File: config.mk
export PLATFORM = sky130hd
export DESIGN_NAME = comma_framer
export DESIGN_NICKNAME = d
export VERILOG_FILES = /design/src/rtl/cfr_pkg.sv /design/src/rtl/cfr_datapath.sv /design/src/rtl/cfr_control.sv /design/src/rtl/comma_framer.sv
export SDC_FILE = /design/constraint.sdc
export NUM_CORES = 1
export LEC_CHECK = 0
export ABC_AREA = 1
export ABC_CLOCK_PERIOD_IN_PS = 3000
export BUFFER_PORTS_ARGS = -buffer_cell sky130_fd_sc_hd__buf_2
export CORE_MARGIN = 3
export CORE_UTILIZATION = 57
export CTS_BUF_LIST = sky130_fd_sc_hd__clkbuf_4 sky130_fd_sc_hd__clkbuf_8
export CTS_CLUSTER_SIZE = 14
export DETAILED_ROUTE_END_ITERATION = 8
export PLACE_DENSITY = 0.85
export SLEW_MARGIN = 20
export SYNTH_ARGS = -nofsm -noshare
export SYNTH_HDL_FRONTEND = slang
export SYNTH_SLANG_ARGS = --single-unit
File: constraint.sdc
create_clock -name clk -period 3 [get_ports clk]
set_input_delay 0.6 -clock clk [delete_from_list [all_inputs] [get_ports clk]]
set_output_delay 0.6 -clock clk [all_outputs]
set_load 0.05 [all_outputs]
File: src/rtl/cfr_pkg.sv
package cfr_pkg;
  localparam int CHAR_W  = 10;
  localparam int WIN_W   = 2 * CHAR_W;
  localparam int OFF_W   = $clog2(CHAR_W);
  localparam int FRAG_W  = 7;
  localparam int GAP_MIN = 1;
  localparam int GAP_MAX = 2;
  localparam int GAP_W   = $clog2(GAP_MAX + 2);

  localparam logic [FRAG_W-1:0] FRAG_NEG = 7'b0011111;
  localparam logic [FRAG_W-1:0] FRAG_POS = 7'b1100000;
  localparam logic [CHAR_W-1:0] FULL_NEG = 10'b0011111010;
  localparam logic [CHAR_W-1:0] FULL_POS = 10'b1100000101;

  // strobes from control to datapath
  typedef struct packed {
    logic             emit;      // stream is framed for this character
    logic             hold;      // boundary moves on this character
    logic [OFF_W-1:0] sliceOff;  // offset used to cut this character
  } alignCmd_t;
endpackage

File: src/rtl/cfr_datapath.sv
module cfr_datapath
  import cfr_pkg::*;
(
  input  logic              clk,
  input  logic              rst_n,
  input  logic [CHAR_W-1:0] wordIn,
  input  logic              fullCharSel,
  input  alignCmd_t         cmd,
  output logic              hitAny,
  output logic [OFF_W-1:0]  hitOff,
  output logic [CHAR_W-1:0] charOut,
  output logic              charValid
);
  logic [CHAR_W-1:0] prevWord;
  logic [WIN_W-1:0]  window;
  logic [CHAR_W-1:0] hitVec;
  logic [CHAR_W-1:0] sliceArr [CHAR_W];
  logic [CHAR_W-1:0] selChar;

  assign window = {prevWord, wordIn};

  for (genvar k = 0; k < CHAR_W; k++) begin : g_offset
    logic fragMatch, fullMatch;
    assign sliceArr[k] = window[WIN_W-1-k -: CHAR_W];
    assign fragMatch   = (sliceArr[k][CHAR_W-1 -: FRAG_W] == FRAG_NEG) ||
                         (sliceArr[k][CHAR_W-1 -: FRAG_W] == FRAG_POS);
    assign fullMatch   = (sliceArr[k] == FULL_NEG) || (sliceArr[k] == FULL_POS);
    assign hitVec[k]   = fullCharSel ? fullMatch : fragMatch;
  end

  // lowest matching offset wins
  always_comb begin
    hitOff = '0;
    for (int k = CHAR_W - 1; k >= 0; k--) begin
      if (hitVec[k]) hitOff = OFF_W'(k);
    end
    hitAny = |hitVec;
  end

  always_comb begin
    selChar = sliceArr[0];
    for (int k = 0; k < CHAR_W; k++) begin
      if (cmd.sliceOff == OFF_W'(k)) selChar = sliceArr[k];
    end
  end

  always_ff @(posedge clk or negedge rst_n) begin
    if (!rst_n) begin
      prevWord  <= '0;
      charOut   <= '0;
      charValid <= 1'b0;
    end else begin
      prevWord  <= wordIn;
      charOut   <= selChar;
      charValid <= cmd.emit && !cmd.hold;
    end
  end
endmodule

File: src/rtl/cfr_control.sv
module cfr_control
  import cfr_pkg::*;
(
  input  logic             clk,
  input  logic             rst_n,
  input  logic             multiMode,
  input  logic             lowLatency,
  input  logic             hitAny,
  input  logic [OFF_W-1:0] hitOff,
  output alignCmd_t        cmd,
  output logic             framed,
  output logic             boundaryChg
);
  logic [OFF_W-1:0] curOff, candOff;
  logic             candValid;
  logic [GAP_W-1:0] gapCnt;
  logic             onCurrent, gapOk, accept, moved;

  always_comb begin
    onCurrent = framed && (hitOff == curOff);
    gapOk     = candValid && (candOff == hitOff) &&
                (gapCnt >= GAP_W'(GAP_MIN)) && (gapCnt <= GAP_W'(GAP_MAX));
    if (!hitAny)        accept = 1'b0;
    else if (multiMode) accept = !onCurrent && gapOk;
    else                accept = !onCurrent;
    moved        = accept && (hitOff != curOff);
    cmd.emit     = framed || accept;
    cmd.hold     = moved;
    cmd.sliceOff = (accept && lowLatency) ? hitOff : curOff;
  end

  always_ff @(posedge clk or negedge rst_n) begin
    if (!rst_n) begin
      curOff      <= '0;
      framed      <= 1'b0;
      boundaryChg <= 1'b0;
    end else begin
      if (accept) curOff <= hitOff;
      framed      <= framed || accept;
      boundaryChg <= moved;
    end
  end

  always_ff @(posedge clk or negedge rst_n) begin
    if (!rst_n) begin
      candValid <= 1'b0;
      candOff   <= '0;
      gapCnt    <= '0;
    end else if (!multiMode || accept || (hitAny && onCurrent)) begin
      candValid <= 1'b0;
      gapCnt    <= '0;
    end else if (hitAny) begin
      candValid <= 1'b1;
      candOff   <= hitOff;
      gapCnt    <= '0;
    end else if (candValid && (gapCnt != '1)) begin
      gapCnt <= gapCnt + 1'b1;
    end
  end
endmodule

File: src/rtl/comma_framer.sv
module comma_framer
  import cfr_pkg::*;
(
  input  logic              clk,
  input  logic              rst_n,
  input  logic [CHAR_W-1:0] wordIn,
  input  logic              fullCharSel,
  input  logic              multiMode,
  input  logic              lowLatency,
  output logic [CHAR_W-1:0] charOut,
  output logic              charValid,
  output logic              framed,
  output logic              boundaryChg
);
  alignCmd_t        cmd;
  logic             hitAny;
  logic [OFF_W-1:0] hitOff;

  cfr_datapath u_dp (
    .clk(clk), .rst_n(rst_n), .wordIn(wordIn), .fullCharSel(fullCharSel),
    .cmd(cmd), .hitAny(hitAny), .hitOff(hitOff),
    .charOut(charOut), .charValid(charValid)
  );

  cfr_control u_ctl (
    .clk(clk), .rst_n(rst_n), .multiMode(multiMode), .lowLatency(lowLatency),
    .hitAny(hitAny), .hitOff(hitOff), .cmd(cmd),
    .framed(framed), .boundaryChg(boundaryChg)
  );
endmodule

==> results.md <==
* Area of the core at 0.00571 sq mm
* Share of layout cells above drive strength 1 at 38.7%
* Buffers on Ports at 27
* Clk buf depth at 2
* Max-slew headroom at 42.9%
* Total wire length at 15500 um
* Worst Slack Setup Final at -0.788 ns
* Worst vdd ir at 0.000657 V
* Endpoints failing hold at 0
* CP Launch Point: u_dp.prevWord[0]$_DFF_PN0_
* Worst R2R Path Depth at 33
* Slew @ Worst Pin at 0.856 ns
* Post-Syn Area at 0.00347 sq mm
* First-pass GRT wire length at 23500 um
* Gpl congestion at 1.00
* Syn_area_per_cell at 5.63 sq um
* Antenna diode count at 0
* Critical path peak fanout at 7
* Post-synthesis cell type count at 30
* Die Y at 84.0 um
* Clk_lat worst skew at 0.30 ns
* Largest net degree at the start of global routing at 35
* Overall power at 3.07 mW
* Syn_nets at 634
* Worst Path Arrival at 3.98 ns
* R2R setup slack at -0.79 ns
* Crit path kind: flip-flop to flip-flop
* Clock slew at reported path FFs at 0.08 ns
* Area after DPL at 0.00433 sq mm
* Post-DRT Antenna Nets at 0
* Cell Count Post-Placement at 788
* Crit share post-route at 126%
* Post-synthesis sequential element count at 34
* Final min period at 3.79 ns
* Sequential area share after synthesis at 24.5%
* Worst flop-to-flop path startpoint: u_dp.prevWord[0]$_DFF_PN0_
* Starting Density at 60.8%
* Design area at 0.00508 sq mm
* Vias in the first global route at 4790
* Via-to-Cell Ratio at 6.16
* Clock skew at 0.00697 ns
* Die Footprint at 0.00706 sq mm
* Max-cap violations at 0
* CTS Hold Bufs at 0
* Final Non-Filler Cells at 824
* Routed WL per cell at 18.8 um
* Leak at 2.65 nW
* Detailed Routing Iterations Pass 1 at 5
* I/O Pins at 28
* Fin util at 89.1%
* Htree depth at 2
* CTS sink cnt at 34
* Remaining global-route overflow at 0
* Crit end category: flip-flop
* Synth-to-Final Area Change at 46.5%
* Setup TNS at -7.34 ns
* Antenna violations before repair at 0
* DRC violations left at 0
* Power per Cell Area at 604 mW/mm^2
* Most used cell, CP: nand2_1
* Row cnt at 27
* Clock Tree Root: clkbuf_8
* Layout filler cell count at 300
* Tightest Hold Check Type: input pin to async pin
* Syn. warnings at 0
* CTS tree: done
* Final slew viol count at 0
* Syn Inst Count at 617
* Slowest cell on crit path: dfrtp_2
* Layout Nets at 768
* WP data required at 3.20 ns
* CP max stage delay at 0.54 ns
* Area of the multi-input gates at 0.00254 sq mm
* RSZ-0062 raised after global routing: yes
* Setup Viol. Count Final at 13
* CTS buffer count at 5
* Number of DRC markers in iteration 0 at 722
* Chip width at 84.0 um
* Failing checks: negative setup slack
* Flip-flop and latch area at 860 sq um
* Outcome: complete, but fails checks
* Fmax at 264 MHz
* Total GRT Usage at 41.2%
* Startpoint types: flip-flop
* Vias at 5072
* Post-DP HPWL at 9990 um
-- per-layer routing --
| metal | GRT usage, % | vias to the layer above | share of wire, % |
|---|---|---|---|
| li1 | - | 2210 | - |
| met1 | 50.1 | 2260 | 35 |
| met2 | 69.4 | 464 | 46 |
| met3 | 7.90 | 138 | 12 |
| met4 | 19.3 | 0 | 7.0 |
| met5 | 0 | - | 0 |
-- worst max-delay path: cells and delay by family (launching register included) --
family                 cells  cell delay (ns)
DFF                        1             0.54
and+or+nand+nor           28             2.55
buffers and inverters      5             0.61
-- placed cells by master, fill, tap and decap left out, types with 2 or more instances in the layout --
cell / count
a21oi_1: 29
a21oi_2: 3
buf_12: 2
buf_2: 24
buf_4: 109
buf_6: 13
clkbuf_8: 5
clkinv_1: 6
clkinv_4: 2
dfrtp_1: 27
dfrtp_2: 7
ha_1: 2
inv_1: 58
inv_2: 12
inv_4: 5
inv_6: 2
nand2_1: 178
nand2_2: 37
nand2_4: 19
nand3_1: 66
nand3_2: 17
nand3_4: 3
nand3b_1: 2
nand4_1: 9
nor2_1: 50
nor2_2: 15
nor2_4: 7
o21ai_0: 27
o21ai_1: 4
-- metrics by stage --
stage	setup slack (ns)	hold WS, ns
after floorplan	-0.164	0.304
after global placement	-0.755	0.500
after detailed placement	-0.887	0.515
after CTS	-0.404	0.410
after global routing	-1.09	0.399
final	-0.788	0.407
-- final timing paths --
path	end
setup / recovery	u_dp.charOut[7]$_DFF_PN0_
hold / removal	u_dp.prevWord[0]$_DFF_PN0_
setup reg to reg	u_dp.charOut[7]$_DFF_PN0_
hold reg to reg	u_ctl.candOff[0]$_DFFE_PN0P_
max in group asynchronous	u_dp.prevWord[7]$_DFF_PN0_
min in group clk	u_dp.prevWord[0]$_DFF_PN0_
-- power breakdown --
group / internal (mW) / total [mW] / switching (mW)
clock: 0.258 / 0.466 / 0.208
combinational: 0.643 / 1.95 / 1.31
sequential: 0.576 / 0.653 / 0.0771
total: 1.48 / 3.07 / 1.60
-- final cells by class --
class                      instances  share of cell area, %
sequential                        34                   16.9
tap                               72                   1.77
timing repair buffer             148                   22.1
clock inverter                     2                  0.738
multi-input combinational        476                   50.0
inverter                          86                   7.01
clock buffer                       6                   1.50
-- cell usage after synthesis (all sizes together) --
| master | count | area (sq um) |
|---|---|---|
| nand2 | 233 | 920 |
| nand3 | 86 | 458 |
| inv | 78 | 295 |
| nor2 | 73 | 310 |
| dfrtp | 34 | 851 |
| a21oi | 33 | 169 |
| o21ai | 33 | 169 |
| buf | 18 | 134 |
| nand4 | 9 | 56.3 |
| clkinv | 8 | 30.0 |
| clkbuf | 4 | 15.0 |
| ha | 2 | 25.0 |
| nand3b | 2 | 15.0 |
| nor3 | 2 | 10.0 |
| nor4 | 1 | 6.26 |
| o21a | 1 | 7.51 |
-- cell families (layout without fill, tap and decap cells) --
group	count (synthesis)	in the layout	share of synthesized area [%]
simple gates	406	407	51.2
fa+ha+maj	2	2	0.721
flops	34	34	24.5
buf+inv	108	242	13.7
compound gates	67	67	9.95
-- what timing repair did --
action | 4_1_cts | 5_1_grt
endpoints found under the hold margin | 0 | 0
buffers inserted | 18 | 9
cloned | 1 | 0
pin swaps | 28 | 35
endpoints found under the setup margin | 10 | 20
gates resized for setup | 84 | 47
-- state kept, by name, summed over array words and instances (netlist names) --
signal / cells
u_ctl.gapCnt: 2
u_ctl.candOff: 4
u_ctl.framed: 1
u_ctl.curOff: 4
u_dp.charOut: 10
u_dp.prevWord: 10
u_dp.charValid: 1
u_ctl.candValid: 1
u_ctl.boundaryChg: 1
No activity file was read; power rests on OpenSTA's default activity.
